==> src/rtl/clkpark_pkg.sv <==
package clkpark_pkg;

   typedef enum logic [2:0] {
      ST_WAIT_PG = 3'd0,
      ST_WINDOW  = 3'd1,
      ST_RUN     = 3'd2,
      ST_PARK    = 3'd3,
      ST_OFF     = 3'd4,
      ST_WAKE    = 3'd5
   } seq_state_t;

   function automatic int unsigned max2(input int unsigned a, input int unsigned b);
      return (a > b) ? a : b;
   endfunction

endpackage

==> src/rtl/clkpark_sync.sv <==
module clkpark_sync #(
   parameter int STAGES = 2
) (
   input  logic clk,
   input  logic rst_n,
   input  logic pin,
   output logic pin_s,
   output logic pin_hi2
);
   logic [STAGES-1:0] sr;
   logic              held;

   generate
      for (genvar g = 0; g < STAGES; g++) begin : g_stage
         if (g == 0) begin : g_first
            always_ff @(posedge clk or negedge rst_n) begin
               if (!rst_n) sr[0] <= 1'b1;
               else        sr[0] <= pin;
            end
         end else begin : g_next
            always_ff @(posedge clk or negedge rst_n) begin
               if (!rst_n) sr[g] <= 1'b1;
               else        sr[g] <= sr[g-1];
            end
         end
      end
   endgenerate

   always_ff @(posedge clk or negedge rst_n) begin
      if (!rst_n) held <= 1'b1;
      else        held <= sr[STAGES-1];
   end

   assign pin_s   = sr[STAGES-1];
   assign pin_hi2 = sr[STAGES-1] & held;
endmodule

==> src/rtl/clkpark_ctrl.sv <==
module clkpark_ctrl
   import clkpark_pkg::*;
#(
   parameter int INIT_WIN = 8,
   parameter int STAB_CYC = 16
) (
   input  logic clk,
   input  logic rst_n,
   input  logic pin_s,
   input  logic pd_req,
   input  logic all_parked,
   output logic park_arm,
   output logic park_clear,
   output logic osc_en,
   output logic vco_en
);
   localparam int unsigned CNT_MAX = max2(INIT_WIN, STAB_CYC);
   localparam int          CW      = $clog2(CNT_MAX + 1);
   localparam logic [CW-1:0] WIN_LAST  = CW'(INIT_WIN - 1);
   localparam logic [CW-1:0] STAB_LAST = CW'(STAB_CYC - 1);

   seq_state_t    state, state_n;
   logic [CW-1:0] cnt, cnt_n;

   always_comb begin
      state_n = state;
      cnt_n   = cnt;
      unique case (state)
         ST_WAIT_PG: begin
            if (!pin_s) begin
               state_n = ST_WINDOW;
               cnt_n   = '0;
            end
         end
         ST_WINDOW: begin
            if (pd_req)                state_n = ST_PARK;
            else if (cnt == WIN_LAST)  state_n = ST_RUN;
            else                       cnt_n   = cnt + 1'b1;
         end
         ST_RUN: begin
            if (pd_req) state_n = ST_PARK;
         end
         ST_PARK: begin
            if (all_parked) state_n = ST_OFF;
         end
         ST_OFF: begin
            if (!pin_s) begin
               state_n = ST_WAKE;
               cnt_n   = '0;
            end
         end
         ST_WAKE: begin
            if (cnt == STAB_LAST) state_n = ST_RUN;
            else                  cnt_n   = cnt + 1'b1;
         end
         default: state_n = ST_WAIT_PG;
      endcase
   end

   always_ff @(posedge clk or negedge rst_n) begin
      if (!rst_n) begin
         state <= ST_WAIT_PG;
         cnt   <= '0;
      end else begin
         state <= state_n;
         cnt   <= cnt_n;
      end
   end

   assign park_arm   = (state == ST_PARK);
   assign park_clear = ((state == ST_WINDOW) && !pd_req && (cnt == WIN_LAST)) ||
                       ((state == ST_WAKE) && (cnt == STAB_LAST));
   assign osc_en     = (state != ST_OFF);
   assign vco_en     = (state != ST_OFF) && !((state == ST_WAKE) && (cnt == '0));
endmodule

==> src/rtl/clkpark_se_lane.sv <==
module clkpark_se_lane (
   input  logic clk,
   input  logic rst_n,
   input  logic clk_in,
   input  logic arm,
   input  logic clear,
   output logic out,
   output logic parked
);
   logic q;
   logic set_park;
   logic parked_n;

   // park on a sampled falling edge of the source
   assign set_park = arm & q & ~clk_in;
   assign parked_n = (parked & ~clear) | set_park;

   always_ff @(posedge clk or negedge rst_n) begin
      if (!rst_n) begin
         q      <= 1'b0;
         parked <= 1'b1;
      end else begin
         parked <= parked_n;
         q      <= parked_n ? 1'b0 : clk_in;
      end
   end

   assign out = q;
endmodule

==> src/rtl/clkpark_dif_lane.sv <==
module clkpark_dif_lane (
   input  logic clk,
   input  logic rst_n,
   input  logic clk_in,
   input  logic mode,
   input  logic arm,
   input  logic clear,
   output logic t_out,
   output logic t_oe,
   output logic c_out,
   output logic c_oe,
   output logic parked
);
   logic q;
   logic set_park;

   // complement falls where the true phase rises
   assign set_park = arm & ~q & clk_in;

   always_ff @(posedge clk or negedge rst_n) begin
      if (!rst_n) begin
         q      <= 1'b0;
         parked <= 1'b1;
      end else begin
         q      <= clk_in;
         parked <= (parked & ~clear) | set_park;
      end
   end

   assign t_out = parked ? ~mode : q;
   assign t_oe  = parked ? ~mode : 1'b1;
   assign c_out = parked ? 1'b0 : ~q;
   assign c_oe  = ~parked;
endmodule

==> src/rtl/clkpark_sequencer.sv <==
module clkpark_sequencer #(
   parameter int N_SE        = 2,
   parameter int N_DIF       = 2,
   parameter int SYNC_STAGES = 2,
   parameter int INIT_WIN    = 8,
   parameter int STAB_CYC    = 16
) (
   input  logic             clk,
   input  logic             rst_n,
   input  logic             pin_pgpd,
   input  logic [N_SE-1:0]  se_clk_in,
   input  logic [N_DIF-1:0] dif_clk_in,
   input  logic [N_DIF-1:0] dif_mode,
   output logic [N_SE-1:0]  se_out,
   output logic [N_DIF-1:0] dif_t_out,
   output logic [N_DIF-1:0] dif_t_oe,
   output logic [N_DIF-1:0] dif_c_out,
   output logic [N_DIF-1:0] dif_c_oe,
   output logic             osc_en,
   output logic             vco_en,
   output logic             all_parked
);
   localparam int N_LANES = N_SE + N_DIF;

   generate
      if (N_SE < 1)        begin : g_bad_se   $error("N_SE must be at least 1");        end
      if (N_DIF < 1)       begin : g_bad_dif  $error("N_DIF must be at least 1");       end
      if (SYNC_STAGES < 2) begin : g_bad_sync $error("SYNC_STAGES must be at least 2"); end
      if (INIT_WIN < 1)    begin : g_bad_win  $error("INIT_WIN must be at least 1");    end
      if (STAB_CYC < 1)    begin : g_bad_stab $error("STAB_CYC must be at least 1");    end
   endgenerate

   logic               pin_s;
   logic               pd_req;
   logic               park_arm;
   logic               park_clear;
   logic [N_LANES-1:0] lane_parked;

   clkpark_sync #(.STAGES(SYNC_STAGES)) u_sync (
      .clk     (clk),
      .rst_n   (rst_n),
      .pin     (pin_pgpd),
      .pin_s   (pin_s),
      .pin_hi2 (pd_req)
   );

   clkpark_ctrl #(.INIT_WIN(INIT_WIN), .STAB_CYC(STAB_CYC)) u_ctrl (
      .clk        (clk),
      .rst_n      (rst_n),
      .pin_s      (pin_s),
      .pd_req     (pd_req),
      .all_parked (all_parked),
      .park_arm   (park_arm),
      .park_clear (park_clear),
      .osc_en     (osc_en),
      .vco_en     (vco_en)
   );

   generate
      for (genvar i = 0; i < N_SE; i++) begin : g_se
         clkpark_se_lane u_lane (
            .clk    (clk),
            .rst_n  (rst_n),
            .clk_in (se_clk_in[i]),
            .arm    (park_arm),
            .clear  (park_clear),
            .out    (se_out[i]),
            .parked (lane_parked[i])
         );
      end
      for (genvar j = 0; j < N_DIF; j++) begin : g_dif
         clkpark_dif_lane u_lane (
            .clk    (clk),
            .rst_n  (rst_n),
            .clk_in (dif_clk_in[j]),
            .mode   (dif_mode[j]),
            .arm    (park_arm),
            .clear  (park_clear),
            .t_out  (dif_t_out[j]),
            .t_oe   (dif_t_oe[j]),
            .c_out  (dif_c_out[j]),
            .c_oe   (dif_c_oe[j]),
            .parked (lane_parked[N_SE+j])
         );
      end
   endgenerate

   assign all_parked = &lane_parked;
endmodule

==> config.mk <==
export PLATFORM = sky130hd
export DESIGN_NAME = clkpark_sequencer
export DESIGN_NICKNAME = d
export VERILOG_FILES = /design/src/rtl/clkpark_pkg.sv /design/src/rtl/clkpark_sync.sv /design/src/rtl/clkpark_ctrl.sv /design/src/rtl/clkpark_se_lane.sv /design/src/rtl/clkpark_dif_lane.sv /design/src/rtl/clkpark_sequencer.sv
export SDC_FILE = /design/constraint.sdc
export NUM_CORES = 1
export LEC_CHECK = 0
export BUFFER_PORTS_ARGS = -buffer_cell sky130_fd_sc_hd__buf_2
export CAP_MARGIN = 20
export CORE_UTILIZATION = 55
export DETAILED_ROUTE_END_ITERATION = 8
export GPL_ROUTABILITY_DRIVEN = 0
export HOLD_SLACK_MARGIN = 0.05
export PLACE_DENSITY_LB_ADDON = 0.12
export SYNTH_ARGS = -nofsm -noshare
export SYNTH_HDL_FRONTEND = slang
export SYNTH_HIERARCHICAL = 1
export SYNTH_SLANG_ARGS = --single-unit
==> constraint.sdc <==
create_clock -name clk -period 3.6 [get_ports clk]
set_clock_uncertainty 0.1 [all_clocks]
set_input_delay 0.72 -clock clk [delete_from_list [all_inputs] [get_ports clk]]
set_output_delay 0.72 -clock clk [all_outputs]
set_load 0.03 [all_outputs]
==> metrics.sh <==
SYNTHESIS.INSTANCES=98
DESIGN_AREA_UM2=1132
POWER_FRAC_COMB_PCT=48.5
CRITICAL_PATH_CLASS='register to output port'
ROOT_BUFFER='clkbuf_4'
FINAL_MAX_SLEW_VIOL_COUNT=0
CTS_BUFFER_DEPTH=2
YOSYS.AREA.TOP_TYPE='dfrtp_1'
AREA_AFTER_DPL_UM2=1106
SYNTH.CELL_AREA_UM2=997.2
SYNTH_TOP_FLOP_CELL='dfrtp_1'
ROUTE.VIAS.TOTAL=764
AVGSYNTHCELLAREA_UM2=10.18
REGISTER_TO_REGISTER_PATH_DEPTH=7
COUNT_OF_CELL_TYPES_IN_THE_NETLIST=35
IOPINCOUNT=22
TRACK_USAGE_PCT=21.22
STATUS='finished, final reports clean'
POWER.SWITCHING_uW=438.5
YOSYSSEQAREASHARE_PCT=48.56
ANTENNA_FOUND_INITIAL=0
CTS_TREE='built'
YS_SEQ_ELEMENTS=19
FIRST_PASS_ITERS=4
HOLD_PATH_CLASS='primary input to asynchronous set/reset pin'
CLOCK_LATENCY_ON_THE_WORST_SKEW_PAIR_PS=290
YOSYSWARNINGCOUNT=6
TIMING.HOLD.WS_PS=246.3
CP-ENDPOINT='vco_en'
FINALNETCOUNT=133
POWER.SHARE.SWITCHING_PCT=46.42
DETAIL_ROUTE.WIRELENGTH_MM=1.870
GRT_REMAINING_OVERFLOW=0
FINAL_CORE_UTIL_PCT=66.30
CTS.SINK_COUNT=19
DETAIL_ROUTE.VIAS_PER_CELL=5.269
WORST-ENDPOINT-REQUIRED_PS=2780
RSZ0062_AT_GRT='no'
FINAL-HOLD-VIOLATION-COUNT=0
NUMBER_OF_I_O_PORT_BUFFERS=21
INITIALDRTVIOLATIONCOUNT=13
NUMBER_OF_MAXIMUM_CAPACITANCE_VIOLATIONS=0
MAX_CLOCK_FREQ_MHz=407.3
GRT_FIRST_PASS_WIRELENGTH_MM=3.091
CTS.REPAIR.RESIZED=0
ROUTE.DETAILED.DRC=0
FIN_CRIT_SH_PCT=68.20
SETUP_VIOLATIONS=0
CRIT_PATH_MAX_FANOUT=5
POST_CTS_HOLD_BUFFER_COUNT=0
SYNTH_TOP_CELLS_BY_AREA='dfrtp_1, dfstp_2, nand2_1'
H_TREE_LEVEL_COUNT=1
POWER.INTERNAL_uW=506.1
PLACE_HPWL_MM=1.382
SLEW_HEADROOM_PCT=66.42
FIRST_GLOBAL_VIAS=754
DIE_W_UM=44.58
SHARE_OF_FINAL_LAYOUT_STANDARD_CELLS_STRONGER_THAN_DRIVE_STRENGTH_1_PCT=35.00
WORST-R2R-SETUP-SLACK_PS=1390
FLOORPLAN.INITIALDENSITY_PCT=58.39
TIGHTEST_SLEW_PS=502.8
FILLERS=139
CRIT_PATH_START='u_ctrl/cnt[0]$_DFFE_PN0P_'
CTS.REPAIR_TIMING.SETUP_BUFFER_COUNT=0
FINALCRITICALPERIOD_PS=2455
START_KIND='register'
LEAKAGEPOWER_uW=0.0005243
FP.DIEH_UM=44.58
NUM_ROWS=15
DIE_AREA_UM2=1987
ANT_NETS=0
R2R-END='u_ctrl/cnt[3]$_DFFE_PN0P_'
TOTALNEGATIVESETUPSLACK_PS=0
CP-END-KIND='output port'
POWER.SHARE.SEQUENTIAL_PCT=40.4
ANTENNA_CELL_COUNT=0
SYNTHTOLAYOUTAREAGROWTH_PCT=13.55
ASYNCSETRESETFLOPFRACSYNTH_PCT=100.0
SYNTH_EDF_COUNT=0
CTS.REPORTEDPATHS.CLKPINSLEW_PS=110
CP_DATA_ARRIVAL_TIME_PS=1640
R2R_START='u_ctrl/cnt[0]$_DFFE_PN0P_'
CTS_MADE_BUFFERS=3
CORE_REGION_AREA_UM2=1708
LARGEST_NET_DEGREE_AT_THE_START_OF_GLOBAL_ROUTING=20
SYN-NUM-NETS=110
POWER_DENSITY_nW_PER_UM2=834.2
PLACE_WORST_SETUP_SLACK_PS=1420
CLKPWRFRAC_PCT=11.1
FINALWORSTSETUPSLACK_PS=1145
VDD_DROP_MAX_mV=0.5244
WIRE_PER_INST_UM=12.90
TOP_CELLS_BY_COUNT_SYNTH='dfrtp_1, nand2_1, dfstp_2'
SYNTH_TOP_AREA_SHARE_PCT=30.11
==> layer usage <==
| metal | vias to the layer above | routed length [um] | GRT usage [%] |
|---|---|---|---|
| met5 | - | 0 | 0 |
| met4 | 0 | 0 | 5.455 |
| met3 | 0 | 43 | 3.673 |
| met2 | 13 | 923 | 36.76 |
| met1 | 362 | 903 | 27.44 |
| li1 | 389 | - | - |
==> through the flow <==
stage	cells	power [uW]
floorplan	98	735.8
global placement	141	828.1
detailed placement	141	844.0
CTS	145	950.9
global route	145	1011
finish	145	944.6
==> final cells by class <==
cell class / instances / area, um2 / share of cell area (%)
sequential: 19 / 484.2 / 42.76
multi-input combinational: 69 / 459.2 / 40.55
timing repair buffer: 21 / 105.1 / 9.282
tap: 25 / 31.28 / 2.762
clock buffer: 4 / 26.28 / 2.320
inverter: 7 / 26.28 / 2.320
==> power groups by stage <==
stage / Combinational, uW / Sequential [uW] / Clock, uW
after detailed placement: 461 / 383 / 0
after CTS: 462 / 379 / 109
after global placement: 448 / 380 / 0
after floorplan: 393 / 343 / 0
after global routing: 504 / 394 / 114
final: 458 / 382 / 105
==> worst min path at each step <==
stage	to	slack [ps]	depth (start not counted)
4_1_cts	u_ctrl/state[0]$_DFFE_PN0P_	250	1
3_5_place_dp	u_sync/pin_s$_DFF_PN1_	250	0
3_3_place_gp	u_sync/pin_s$_DFF_PN1_	250	0
6_report	u_ctrl/state[1]$_DFFE_PN0P_	250	1
2_1_floorplan	u_sync/pin_s$_DFF_PN1_	250	0
5_1_grt	u_ctrl/state[0]$_DFFE_PN0P_	270	1
==> critical path: stages, from the launching register on <==
cell and delay (ps):
dfrtp_1 430, inv_1 80, ha_1 150, inv_1 40, o41ai_1 370, nand3b_1 100
buf_2 190
==> layout by cell type, fill, tap and decap left out, types with 2 or more instances in the layout <==
cell and count:
ha_1 3, dfrtp_1 12, a21oi_1 3, o31ai_1 3, o21ai_0 6, clkbuf_4 3
nand3_1 2, inv_2 3, nand3b_1 2, o21ai_1 4, buf_2 21, dfstp_2 7
nand2_1 12, nor2_1 6, nand2b_1 6, a211oi_2 2, inv_1 4, o22ai_2 2
and2_1 3
==> flip-flops by register name, summed over array words and instances (netlist names) <==
signal / cells
g_se.u_lane/out: 2
u_sync/sr: 1
g_dif.u_lane/q: 2
u_sync/held: 1
u_ctrl/cnt: 5
g_se.u_lane/parked: 2
g_dif.u_lane/parked: 2
u_ctrl/state: 3
u_sync/pin_s: 1
==> kinds of logic (layout without fill, tap and decap cells) <==
| family | after synthesis | in the layout | share of synthesized area [%] |
|---|---|---|---|
| adder cells (fa/ha/maj) | 3 | 3 | 3.765 |
| buffers and inverters | 10 | 32 | 5.395 |
| AND/OR/NAND/NOR | 43 | 43 | 25.85 |
| flip-flops | 19 | 19 | 48.56 |
| AO/OA/AOI/OAI | 23 | 23 | 16.44 |
Power figures use the tool's default switching activity.
